[src/rtl/mw_pkg.sv]
package mw_pkg;
  localparam int unsigned WORD_W = 16;
  localparam logic [11:0] SIGNATURE = 12'h950;

  typedef enum logic [1:0] {E_IDLE, E_SHIFT, E_END, E_GAP} xfer_st_t;
  typedef enum logic [2:0] {Q_HDR_REQ, Q_HDR_WAIT, Q_ZN_REQ, Q_ZN_WAIT, Q_FIN, Q_DONE} walk_st_t;

  // Returns the first present zone above cur, or 0 when none remains.
  // Flag bit (3 - zone) marks a zone as present.
  function automatic logic [1:0] next_zone(input logic [2:0] fl, input logic [1:0] cur);
    logic [1:0] r;
    r = 2'd0;
    for (int z = 3; z >= 1; z--) begin
      if ((2'(z) > cur) && fl[3-z]) r = 2'(z);
    end
    return r;
  endfunction
endpackage

[src/rtl/mw_clk_div.sv]
module mw_clk_div #(
  parameter int unsigned HALF = 2
) (
  input  logic clk,
  input  logic rst,
  output logic tick
);
  generate
    if (HALF <= 1) begin : g_every
      assign tick = ~rst;
    end else begin : g_count
      localparam int unsigned CW = $clog2(HALF);
      logic [CW-1:0] cnt;
      always_ff @(posedge clk) begin
        if (rst) cnt <= '0;
        else if (cnt == CW'(HALF - 1)) cnt <= '0;
        else cnt <= cnt + 1'b1;
      end
      assign tick = (cnt == CW'(HALF - 1)) & ~rst;
    end
  endgenerate
endmodule

[src/rtl/mw_xfer.sv]
module mw_xfer
  import mw_pkg::*;
#(
  parameter int unsigned AW = 6
) (
  input  logic              clk,
  input  logic              rst,
  input  logic              tick,
  input  logic              req,
  input  logic [AW-1:0]     addr,
  input  logic              ee_do,
  output logic              taken,
  output logic              cs,
  output logic              sk,
  output logic              di,
  output logic              word_vld,
  output logic [WORD_W-1:0] word,
  output logic              no_dev
);
  localparam int unsigned CMD_BITS = 3 + AW;
  localparam int unsigned LAST_RISE = CMD_BITS + WORD_W;
  localparam int unsigned RW = $clog2(LAST_RISE + 2);
  localparam int unsigned SRW = 2 + AW;

  xfer_st_t          st;
  logic [RW-1:0]     rise_cnt;
  logic [SRW-1:0]    cmd_sr;
  logic [WORD_W-1:0] data_sr;
  logic              gap_cnt;

  assign taken = (st == E_IDLE) && tick && req;
  assign word  = data_sr;

  always_ff @(posedge clk) begin
    if (rst) begin
      st       <= E_IDLE;
      cs       <= 1'b0;
      sk       <= 1'b0;
      di       <= 1'b0;
      rise_cnt <= '0;
      cmd_sr   <= '0;
      data_sr  <= '0;
      no_dev   <= 1'b0;
      gap_cnt  <= 1'b0;
      word_vld <= 1'b0;
    end else begin
      word_vld <= 1'b0;
      case (st)
        E_IDLE: begin
          if (taken) begin
            cs       <= 1'b1;
            sk       <= 1'b0;
            di       <= 1'b1;
            cmd_sr   <= {2'b10, addr};
            rise_cnt <= '0;
            no_dev   <= 1'b0;
            st       <= E_SHIFT;
          end
        end
        E_SHIFT: begin
          if (tick) begin
            if (!sk) begin
              sk       <= 1'b1;
              rise_cnt <= rise_cnt + 1'b1;
              if (rise_cnt == RW'(CMD_BITS)) no_dev <= ee_do;
              else if (rise_cnt > RW'(CMD_BITS)) data_sr <= {data_sr[WORD_W-2:0], ee_do};
            end else begin
              sk <= 1'b0;
              if (rise_cnt == RW'(LAST_RISE + 1)) begin
                di <= 1'b0;
                st <= E_END;
              end else begin
                di     <= cmd_sr[SRW-1];
                cmd_sr <= {cmd_sr[SRW-2:0], 1'b0};
              end
            end
          end
        end
        E_END: begin
          if (tick) begin
            cs       <= 1'b0;
            word_vld <= 1'b1;
            gap_cnt  <= 1'b0;
            st       <= E_GAP;
          end
        end
        default: begin
          if (tick) begin
            if (gap_cnt) st <= E_IDLE;
            else gap_cnt <= 1'b1;
          end
        end
      endcase
    end
  end
endmodule

[src/rtl/mw_zone_walk.sv]
module mw_zone_walk
  import mw_pkg::*;
#(
  parameter int unsigned AW  = 6,
  parameter int unsigned Z1N = 2,
  parameter int unsigned Z2N = 4,
  parameter int unsigned Z3N = 2
) (
  input  logic              clk,
  input  logic              rst,
  input  logic              reload_req,
  input  logic              taken,
  input  logic              word_vld,
  input  logic [WORD_W-1:0] word,
  input  logic              no_dev,
  output logic              req,
  output logic [AW-1:0]     rd_addr,
  output logic              cfg_we,
  output logic [1:0]        cfg_zone,
  output logic [AW-1:0]     cfg_idx,
  output logic [WORD_W-1:0] cfg_data,
  output logic              prog_valid,
  output logic              load_done
);
  walk_st_t      st;
  logic [1:0]    zone;
  logic [AW-1:0] idx;
  logic [2:0]    flags;
  logic [1:0]    nz_hdr;
  logic [1:0]    nz_cur;
  logic [AW-1:0] zlen;

  always_comb begin
    nz_hdr = next_zone(word[2:0], 2'd0);
    nz_cur = next_zone(flags, zone);
    case (zone)
      2'd1:    zlen = AW'(Z1N);
      2'd2:    zlen = AW'(Z2N);
      default: zlen = AW'(Z3N);
    endcase
  end

  assign req = (st == Q_HDR_REQ) || (st == Q_ZN_REQ);

  always_ff @(posedge clk) begin
    if (rst) begin
      st         <= Q_HDR_REQ;
      zone       <= 2'd0;
      idx        <= '0;
      flags      <= 3'd0;
      rd_addr    <= '0;
      cfg_we     <= 1'b0;
      cfg_zone   <= 2'd0;
      cfg_idx    <= '0;
      cfg_data   <= '0;
      prog_valid <= 1'b0;
      load_done  <= 1'b0;
    end else begin
      cfg_we <= 1'b0;
      case (st)
        Q_HDR_REQ: if (taken) st <= Q_HDR_WAIT;
        Q_HDR_WAIT: begin
          if (word_vld) begin
            if (no_dev || (word[15:4] != SIGNATURE)) begin
              st <= Q_FIN;
            end else begin
              prog_valid <= 1'b1;
              flags      <= word[2:0];
              if (nz_hdr == 2'd0) begin
                st <= Q_FIN;
              end else begin
                zone    <= nz_hdr;
                idx     <= '0;
                rd_addr <= rd_addr + 1'b1;
                st      <= Q_ZN_REQ;
              end
            end
          end
        end
        Q_ZN_REQ: if (taken) st <= Q_ZN_WAIT;
        Q_ZN_WAIT: begin
          if (word_vld) begin
            if (no_dev) begin
              st <= Q_FIN;
            end else begin
              cfg_we   <= 1'b1;
              cfg_zone <= zone;
              cfg_idx  <= idx;
              cfg_data <= word;
              rd_addr  <= rd_addr + 1'b1;
              if (idx == zlen - 1'b1) begin
                if (nz_cur == 2'd0) begin
                  st <= Q_FIN;
                end else begin
                  zone <= nz_cur;
                  idx  <= '0;
                  st   <= Q_ZN_REQ;
                end
              end else begin
                idx <= idx + 1'b1;
                st  <= Q_ZN_REQ;
              end
            end
          end
        end
        Q_FIN: begin
          load_done <= 1'b1;
          st        <= Q_DONE;
        end
        default: begin
          if (reload_req) begin
            load_done  <= 1'b0;
            prog_valid <= 1'b0;
            rd_addr    <= '0;
            zone       <= 2'd0;
            st         <= Q_HDR_REQ;
          end
        end
      endcase
    end
  end
endmodule

[src/rtl/mw_cfg_loader.sv]
module mw_cfg_loader
  import mw_pkg::*;
#(
  parameter int unsigned ADDR_W   = 6,
  parameter int unsigned SK_HALF  = 2,
  parameter int unsigned Z1_WORDS = 2,
  parameter int unsigned Z2_WORDS = 4,
  parameter int unsigned Z3_WORDS = 2
) (
  input  logic              clk,
  input  logic              rst,
  input  logic              reload_req,
  input  logic              sw_cs,
  input  logic              sw_sk,
  input  logic              sw_di,
  output logic              sw_do,
  output logic              ee_cs,
  output logic              ee_sk,
  output logic              ee_di,
  input  logic              ee_do,
  output logic              cfg_we,
  output logic [1:0]        cfg_zone,
  output logic [ADDR_W-1:0] cfg_idx,
  output logic [15:0]       cfg_data,
  output logic              prog_valid,
  output logic              load_done
);
  logic              tick;
  logic              req;
  logic              taken;
  logic [ADDR_W-1:0] rd_addr;
  logic              x_cs;
  logic              x_sk;
  logic              x_di;
  logic              word_vld;
  logic [WORD_W-1:0] word;
  logic              no_dev;

  mw_clk_div #(.HALF(SK_HALF)) u_div (
    .clk(clk), .rst(rst), .tick(tick)
  );

  mw_xfer #(.AW(ADDR_W)) u_xfer (
    .clk(clk), .rst(rst), .tick(tick), .req(req), .addr(rd_addr),
    .ee_do(ee_do), .taken(taken), .cs(x_cs), .sk(x_sk), .di(x_di),
    .word_vld(word_vld), .word(word), .no_dev(no_dev)
  );

  mw_zone_walk #(.AW(ADDR_W), .Z1N(Z1_WORDS), .Z2N(Z2_WORDS), .Z3N(Z3_WORDS)) u_walk (
    .clk(clk), .rst(rst), .reload_req(reload_req), .taken(taken),
    .word_vld(word_vld), .word(word), .no_dev(no_dev), .req(req),
    .rd_addr(rd_addr), .cfg_we(cfg_we), .cfg_zone(cfg_zone),
    .cfg_idx(cfg_idx), .cfg_data(cfg_data), .prog_valid(prog_valid),
    .load_done(load_done)
  );

  // Pin ownership: loader during a load, software bits afterwards.
  always_ff @(posedge clk) begin
    if (rst) begin
      ee_cs <= 1'b0;
      ee_sk <= 1'b0;
      ee_di <= 1'b0;
      sw_do <= 1'b0;
    end else if (load_done) begin
      ee_cs <= sw_cs;
      ee_sk <= sw_sk;
      ee_di <= sw_di;
      sw_do <= ee_do;
    end else begin
      ee_cs <= x_cs;
      ee_sk <= x_sk;
      ee_di <= x_di;
      sw_do <= 1'b0;
    end
  end
endmodule

[config.mk]
export PLATFORM = sky130hd
export DESIGN_NAME = mw_cfg_loader
export DESIGN_NICKNAME = d
export VERILOG_FILES = /design/src/rtl/mw_pkg.sv /design/src/rtl/mw_clk_div.sv /design/src/rtl/mw_xfer.sv /design/src/rtl/mw_zone_walk.sv /design/src/rtl/mw_cfg_loader.sv
export SDC_FILE = /design/constraint.sdc
export NUM_CORES = 1
export LEC_CHECK = 0
export BUFFER_PORTS_ARGS = -buffer_cell sky130_fd_sc_hd__buf_2
export CAP_MARGIN = 30
export CORE_UTILIZATION = 66
export CTS_BUF_LIST = sky130_fd_sc_hd__clkbuf_4 sky130_fd_sc_hd__clkbuf_8
export CTS_CLUSTER_SIZE = 16
export DETAILED_ROUTE_END_ITERATION = 10
export MAX_ROUTING_LAYER = met4
export PLACE_DENSITY = 0.94
export RECOVER_POWER = 100
export SLEW_MARGIN = 30
export SYNTH_ARGS = -nofsm -noshare
export SYNTH_HDL_FRONTEND = slang
export SYNTH_HIERARCHICAL = 1
export SYNTH_SLANG_ARGS = --single-unit
[constraint.sdc]
create_clock -name clk -period 3.9 [get_ports clk]
set_clock_uncertainty 0.15 [all_clocks]
set_input_delay 0.975 -clock clk [delete_from_list [all_inputs] [get_ports clk]]
set_output_delay 0.975 -clock clk [all_outputs]
set_load 0.05 [all_outputs]
==> results.md, run 1 <==
Status:
- The flow ran to the end, but the final reports show violations.
- The final reports fail on max-capacitance violations, max-slew violations.

CTS:
- The hold buffer count at cts is 0.
- After clock tree synthesis, the clock-pin slew on the worst setup and hold paths is 0.09 ns.
- The sink count of the clock tree is 89.
- The CTS H-tree depth is 3.
- TritonCTS built the clock tree.
- The clock passes through at most 2 buffers.
- The number of setup buffers added after CTS is 0.
- Buffers inserted during clock tree synthesis total 9.
- In this run the clock root is driven by a sky130_fd_sc_hd__clkbuf_8.
- In this run, post-CTS repair resized a total of 0 instances.
- The worst-skew pair later-pin latency is 0.35 ns.

Layout:
- The count of fill cells added during filler insertion is 428.
- The final-stage net count is 517.
- Of the cells placed in the final design, the portion with a size suffix greater than 1 is 0.08300.
- The antenna diode instance count is 0.
- The area growth from synthesis to layout is 7.665%.
- The register area is 1782 um2.
- The final instance area is 4499 um2.
- In the final layout, the multi-input gates occupy 2151 um2.

Drt:
- The first-pass iteration count of the detailed router is 7.
- In the routed layout, each cell is associated on average with a via count of 6.198.
- The count of nets left with antenna violations once routing finished came out at 0.
- Summing over every cut layer, the via total after detailed routing is 3,601.
- For this block, the initial DRC count from the detailed router was 309.
- The number of remaining DRC errors is 0.
- After detailed routing, the average wire length per cell comes to 15.91 um.
- Summed over all layers, the routed wires come to 9241 um.

STA:
- The final critical-path setup slack is 0.6498 ns.
- The worst-margin pin slew is 1.984 ns.
- The number of max-slew violations in the final report is 17.
- Final hold analysis gives a worst-case slack of 0.2869 ns.
- The number of hold violations in the final report is 0.
- Derived from the worst setup path, the maximum achievable clock frequency is 0.3077 GHz.
- Setup repair after global routing left no endpoint under its margin.
- The worst slew margin relative to its limit is -0.3240.
- Adding up every negative setup slack in the final design gives 0 ns.
- The minimum period implied by the final worst setup slack is 3.250 ns.
- The number of failing setup endpoints in the final timing report is 0.
- In the finished design, the share of the clock period the worst path needs comes to 0.8334.

Power:
- For this design the ratio of total power to cell area is 398.3 nW/um2.
- The worst-case IR drop observed on VDD is 348.6 uV.
- Total power for the finished layout comes to 0.001792 W.
- For this design the static power due to leakage is 1.660 nW.

Setup path:
- The signal on the critical path passes through buf_2, nor2b_4, inv_1, a2111oi_2, nor2_1, a211oi_1.
- The slowest stage of the critical path belongs to the cell sky130_fd_sc_hd__a2111oi_2.
- STA puts the critical path data arrival time at 3.36 ns.
- The worst setup path is launched from an input pin.
- The number of buffers and inverters on the critical path is 2.
- Of all nets on the critical path, the largest fanout is 41.
- The worst setup path is captured at a flip-flop.
- The largest single stage delay on the critical path is 1.08 ns.
- The cell family contributing the most delay on the critical path is compound AO/OA/AOI/OAI gates.
- The required time of the critical path is 4.01 ns.
- The critical path is of the input pin to flip-flop type.

Global routing:
- In the global route stage, overall resource usage came out at 0.2950.
- The number of global-route vias before repair was 3,197.
- Entering global routing, the biggest net connects 46 pins.
- The number of antenna violations at the first check in global routing is 0.
- The global-route wire length before repair is 14,650 um.
- The global-route congestion overflow total is 0.

Placed design:
- The post-place setup slack is 0.7164 ns.
- The count of buffers added on input and output ports is 37.
- The area of placed instances is 4342 um2.
- The total half-perimeter wirelength after legalization and detailed placement is 5958 um.
- The congestion estimate from routability-driven global placement came to 0.9645.

Yosys:
- Counting every net in the synthesized netlist gives 493.
- The synthesized netlist cell count is 477.
- The number of synthesized register bits is 89.
- The async set-reset flop share out of synthesis is 0.
- The cell type with the largest total area after synthesis is sky130_fd_sc_hd__dfxtp_1.
- The share of Yosys cell area claimed by the top area cell type is 0.4263.
- By area the synthesized netlist is led by sky130_fd_sc_hd__dfxtp_1 43%, sky130_fd_sc_hd__mux2i_1 7.7%, sky130_fd_sc_hd__nand2_1 6.5%.
- The number of warning messages in the yosys log is 6.
- Synthesis instantiated 64 different standard cells from the library.
- In this run the mean area of a mapped cell was 8.761 um2.
- Of the synthesized area, sequential elements account for 0.4263.
- In the synthesized netlist the dominant register cell turns out to be sky130_fd_sc_hd__dfxtp_1.
- The synthesized netlist occupies a cell area of 4179 um2.
- The number of enable flip-flop cells after synthesis is 0.

Floorplanning:
- In this run the vertical extent of the chip is 81.57 um.
- The core region is 6026 um2.
- The x dimension of the die is 81.57 um.
- 38 I/O pins were placed.
- The full die area is 6654 um2.
- The starting density of the core is 0.6935.
- After floorplanning, the core was divided into 28 placement rows.

Job:
- The max capacitance violation total is 1.

Worst hold path:
- The path class of the tightest hold or removal check is flip-flop to flip-flop.
-- where the power goes --
group          switching (W)  internal, W  leakage (nW)
sequential        0.00000927     0.000919         0.718
combinational      0.0000663    0.0000338         0.821
clock               0.000331     0.000432         0.121
-- state kept, by name, summed over array words and instances (netlist names), 2 cells and up --
register / cells
u_xfer/rise_cnt: 5
u_xfer/st: 2
u_walk/st: 3
u_walk/cfg_data: 16
u_walk/cfg_zone: 2
u_walk/zone: 2
u_xfer/cmd_sr: 8
u_xfer/word: 16
u_walk/rd_addr: 6
u_walk/idx: 6
u_walk/flags: 3
u_walk/cfg_idx: 6
-- synth_stat cells, types with 3 or more instances --
cell type,instances
sky130_fd_sc_hd__nor2_1,52
sky130_fd_sc_hd__or4_1,4
sky130_fd_sc_hd__nand3_1,10
sky130_fd_sc_hd__nand2b_1,6
sky130_fd_sc_hd__nor4b_2,4
sky130_fd_sc_hd__inv_1,19
sky130_fd_sc_hd__a211oi_2,5
sky130_fd_sc_hd__or2_2,4
sky130_fd_sc_hd__nor2b_1,7
sky130_fd_sc_hd__nand2_1,72
sky130_fd_sc_hd__a21oi_1,48
sky130_fd_sc_hd__and3_1,3
sky130_fd_sc_hd__a211oi_1,5
sky130_fd_sc_hd__o32ai_1,4
sky130_fd_sc_hd__a22oi_1,3
sky130_fd_sc_hd__nor3_1,4
sky130_fd_sc_hd__or3_1,7
sky130_fd_sc_hd__dfxtp_1,89
sky130_fd_sc_hd__mux2i_1,32
sky130_fd_sc_hd__clkbuf_1,14
sky130_fd_sc_hd__ha_1,9
sky130_fd_sc_hd__o21ai_0,16
sky130_fd_sc_hd__buf_2,6
-- worst paths after layout --
check                    start                 to  slack (ns)  depth (start not counted)
max                        rst   u_xfer/cmd_sr[1]        0.65                          6
min          u_div/g_count.cnt  u_div/g_count.cnt        0.29                          1
max reg2reg       u_xfer/st[1]     u_xfer/word[5]        0.71                          6
min reg2reg  u_div/g_count.cnt  u_div/g_count.cnt        0.29                          1
-- worst reg2reg max path, delay by kind of cell, from the launching register on --
family	cells	cell delay, ns
adder cells (fa/ha/maj)	1	0.65
AND/OR/NAND/NOR	2	0.37
buffers and inverters	1	0.09
flip-flops	1	0.34
AO/OA/AOI/OAI	1	0.92
multiplexers	1	0.55
-- kinds of logic after synthesis --
logic type / after synthesis / share of synthesized area
AO/OA/AOI/OAI: 103 / 0.1692
flip-flops: 89 / 0.4263
buffers and inverters: 44 / 0.04670
AND/OR/NAND/NOR: 194 / 0.2359
XOR/XNOR: 2 / 0.004192
adder cells (fa/ha/maj): 9 / 0.02695
multiplexers: 36 / 0.09072
-- placed cells by master, fill, tap and decap left out, types with 10 or more instances in the layout --
cell                       Yosys  layout
sky130_fd_sc_hd__a21oi_1      48      49
sky130_fd_sc_hd__clkbuf_1     14      31
sky130_fd_sc_hd__dfxtp_1      89      89
sky130_fd_sc_hd__inv_1        19      19
sky130_fd_sc_hd__mux2i_1      32      32
sky130_fd_sc_hd__nand2_1      72      72
sky130_fd_sc_hd__nand3_1      10      10
sky130_fd_sc_hd__nor2_1       52      52
sky130_fd_sc_hd__o21ai_0      16      17
-- area by class of cell --
class                           count  share of cell area
Inverter                           19             0.01585
Clock buffer                        9             0.02753
Clock inverter                      7             0.02753
Timing Repair Buffer               38             0.03420
Sequential cell                    89              0.3960
Tap cell                           75             0.02086
Multi-Input combinational cell    344              0.4780
-- metrics by stage --
step,instances,utilization
2_1_floorplan,477,-
3_3_place_gp,565,0.7205
3_5_place_dp,565,0.7205
4_1_cts,581,0.7616
5_1_grt,581,0.7467
6_report,581,0.7467
-- per-layer routing --
| metal | up-vias | wire (um) | part of all wire | global-route usage |
|---|---|---|---|---|
| li1 | 1711 | - | - | - |
| met1 | 1711 | 3828 | 0.41 | 0.3426 |
| met2 | 149 | 4563 | 0.49 | 0.4933 |
| met3 | 30 | 623 | 0.067 | 0.07111 |
| met4 | 0 | 225 | 0.024 | 0.1105 |
| met5 | - | 0 | 0 | - |
(Power assumes the default switching activity.)
==> run 2: changes to the inputs <==
--- a/config.mk
+++ b/config.mk
@@ -7,12 +7,12 @@
 export LEC_CHECK = 0
 export BUFFER_PORTS_ARGS = -buffer_cell sky130_fd_sc_hd__buf_2
 export CAP_MARGIN = 30
-export CORE_UTILIZATION = 66
+export CORE_UTILIZATION = 55
 export CTS_BUF_LIST = sky130_fd_sc_hd__clkbuf_4 sky130_fd_sc_hd__clkbuf_8
 export CTS_CLUSTER_SIZE = 16
 export DETAILED_ROUTE_END_ITERATION = 10
 export MAX_ROUTING_LAYER = met4
-export PLACE_DENSITY = 0.94
+export PLACE_DENSITY = 0.85
 export RECOVER_POWER = 100
 export SLEW_MARGIN = 30
 export SYNTH_ARGS = -nofsm -noshare
==> constraint.sdc (replaced) <==
create_clock -name clk -period 2.7 [get_ports clk]
set_clock_uncertainty 0.15 [all_clocks]
set_input_delay 0.675 -clock clk [delete_from_list [all_inputs] [get_ports clk]]
set_output_delay 0.675 -clock clk [all_outputs]
set_load 0.05 [all_outputs]
==> results.md, run 2 (synthesis results as in run 1) <==
Layout:
- Commonest non-fill, non-tap cells in the layout: 89 x sky130_fd_sc_hd__dfxtp_1, 72 x sky130_fd_sc_hd__nand2_1, 52 x sky130_fd_sc_hd__nor2_1 (unchanged).
- The post-synthesis to final-layout area growth came to 8.623% (was 7.665%).
- The commonest non-fill, non-tap cell in the layout is sky130_fd_sc_hd__dfxtp_1 (unchanged).
- The count of fill cells added during filler insertion is 622 (was 428).
- The final-stage net count is 521 (was 517).
- The antenna diode instance count came to 0 (unchanged).
- The share of cells above drive strength 1 was 0.08627 (was 0.08300).
- The final core area utilization is 0.6225 (was 0.7467).

Drt:
- The first-pass iteration count of the detailed router was 4 (was 7).
- The ratio of routed vias to standard cells is 5.724 (was 6.198).
- The number of DRC markers in iteration 0 is 232 (was 309).
- The count of nets left with antenna violations after detail routing is 0 (unchanged).
- The number of remaining DRC errors was 0 (unchanged).
- The post-detailed-routing wire length came to 8667 um (was 9241 um).
- The routed wire length per instance is 14.23 um (was 15.91 um).
- The via count of the routed design is 3,486 (was 3,601).

Setup path:
- The type of destination of the critical path is a flip-flop (unchanged).
- The startpoint type of the worst setup path is an input pin (unchanged).
- The required time of the critical path is 2.86 ns (was 4.01 ns).
- The worst path arrival time came to 2.58 ns (was 3.36 ns).
- The critical setup path kind is input pin to flip-flop (unchanged).
- The top fanout value on the critical path is 11 (was 41).

Global routing:
- The global-route wire length before repair is 13,730 um (was 14,650 um).
- The number of antenna violations at the first check in global routing is 0 (unchanged).
- The total routing resource utilization after global routing is 0.2294 (was 0.2950).
- The maximum number of pins on one net before global-route repair is 85 (was 46).
- The global-route congestion overflow total is 0 (unchanged).
- The number of global-route vias before repair was 3,068 (was 3,197).

STA:
- The worst-margin pin slew is 0.8553 ns (was 1.984 ns).
- The final worst-path cycle share is 0.8961.
- Based on the critical path, the design can be clocked at up to 0.4133 GHz.
- Subtracting the final worst setup slack from the clock period gives 2.420 ns.
- The number of hold violations in the final report was 0 (unchanged).
- The worst hold slack is 0.2708 ns (was 0.2869 ns).
- The number of failing setup endpoints in the final timing report is 0 (unchanged).
- The final critical-path setup slack is 0.2805 ns (was 0.6498 ns).
- The setup TNS is 0 ns (unchanged).
- The worst slew margin relative to its limit is 0.4298 (was -0.3240).
- The number of max-slew violations in the final report was 0 (was 17).
- Setup repair after global routing missed its margin: no (unchanged).

Power:
- The net switching power came to 0.0006451 W (was 0.0004070 W).
- The overall power consumption is 0.002391 W (was 0.001792 W).
- The internal power contribution was 0.001746 W (was 0.001385 W).
- The net switching share of the total power came to 0.2698 (was 0.2271).
- The standby leakage power is 1.650 nW (was 1.660 nW).
- The relative contribution of combinational cells to total power is 0.063 (was 0.056).
- The ratio of total power to cell area was 526.8 nW/um2 (was 398.3 nW/um2).
- The portion of total power attributed to sequential cells is 0.560 (was 0.518).
- The fraction of power consumed by the clock network is 0.377 (was 0.426).
- The maximum vdd drop is 296.4 uV (was 348.6 uV).

CTS:
- The buffer levels on the longest clock path is 2 (unchanged).
- The clock transition at the registers of the reported paths is 0.10 ns (was 0.09 ns).
- The worst-skew pair later-pin latency is 0.37 ns (was 0.35 ns).
- The sink count of the clock tree is 89 (unchanged).
- The clock buffer count from CTS is 9 (unchanged).
- The hold buffer count at cts was 0 (unchanged).
- The number of setup buffers added after CTS came to 0 (unchanged).
- The quantity of gates resized following cts is 0 (unchanged).
- The TritonCTS clock tree is done (unchanged).
- The root cell of the clock tree is sky130_fd_sc_hd__clkbuf_8 (unchanged).
- The CTS H-tree depth is 3 (unchanged).

Placed design:
- The total half-perimeter wirelength after legalization and detailed placement came to 5986 um (was 5958 um).
- The post-place setup slack is 0.4156 ns (was 0.7164 ns).
- The count of port buffers added during placement is 37 (unchanged).
- The global placement routability congestion is 0.8883 (was 0.9645).

Floorplanning:
- The full die area came to 7950 um2 (was 6654 um2).
- The number of cell rows was 31 (was 28).
- The area of the core region is 7292 um2 (was 6026 um2).
- The starting density of the core is 0.5731 (was 0.6935).
- The vertical extent of the die is 89.17 um (was 81.57 um).
- The count of pins on the block boundary is 38 (unchanged).
- The x dimension of the die was 89.17 um (was 81.57 um).

Worst hold path:
- The path type of the worst min-delay path is flip-flop to flip-flop (unchanged).

Status:
- Result of the run: complete, no violations (was complete, but fails checks).

Job:
- The max capacitance violation total is 0 (was 1).
run 2: cell count changes in the layout (fill, tap and decap cells not counted), moves of 2 or more:
cell,delta
sky130_fd_sc_hd__bufinv_16,-3
sky130_fd_sc_hd__inv_8,+3
sky130_fd_sc_hd__buf_4,+2
sky130_fd_sc_hd__clkbuf_1,+2
sky130_fd_sc_hd__inv_6,-2
run 2: critical path, stage by stage:
cell and delay (ns):
sky130_fd_sc_hd__clkbuf_1 0.12, sky130_fd_sc_hd__nor2b_1 0.66, sky130_fd_sc_hd__inv_1 0.34, sky130_fd_sc_hd__nor4_1 0.39, sky130_fd_sc_hd__buf_4 0.19, sky130_fd_sc_hd__a21oi_1 0.07, sky130_fd_sc_hd__mux2i_1 0.13
run 2: cell type report:
type / count / area (um2) / area share
sequential: 89 / 1782 / 0.3925
tap: 99 / 123.9 / 0.02729
timing repair buffer: 42 / 191.4 / 0.04217
clock buffer: 9 / 123.9 / 0.02729
clock inverter: 7 / 73.82 / 0.01626
inverter: 19 / 71.32 / 0.01571
multi-input combinational: 344 / 2173 / 0.4788
run 2: metal layers:
| metal | track usage | wire, um |
|---|---|---|
| met1 | 0.2731 | 3876 |
| met2 | 0.3789 | 4232 |
| met3 | 0.06464 | 459 |
| met4 | 0.06638 | 98 |
| met5 | - | 0 |
run 2: worst paths after layout:
| kind | startpoint | endpoint | slack, ns | cells after the start |
|---|---|---|---|---|
| setup / recovery | rst | u_xfer/rise_cnt[2] | 0.28 | 7 |
| hold / removal | u_div/g_count.cnt | u_div/g_count.cnt | 0.27 | 1 |
| setup reg to reg | u_walk/st[0] | u_walk/idx[1] | 0.34 | 5 |
| hold reg to reg | u_div/g_count.cnt | u_div/g_count.cnt | 0.27 | 1 |
run 2: power groups by stage:
| stage | sequential, W | combinational [W] | clock (W) |
|---|---|---|---|
| 2_1_floorplan | 0.00137 | 0.000117 | 0 |
| 3_3_place_gp | 0.00137 | 0.000147 | 0 |
| 3_5_place_dp | 0.00137 | 0.000152 | 0 |
| 4_1_cts | 0.00134 | 0.000153 | 0.000918 |
| 5_1_grt | 0.00134 | 0.000163 | 0.000970 |
| 6_report | 0.00134 | 0.000150 | 0.000901 |
run 2: per-stage QoR:
step           area (um2)  std cells
4_1_cts              4612        609
6_report             4539        609
3_3_place_gp         4414        593
2_1_floorplan        4179        477
3_5_place_dp         4414        593
5_1_grt              4539        609
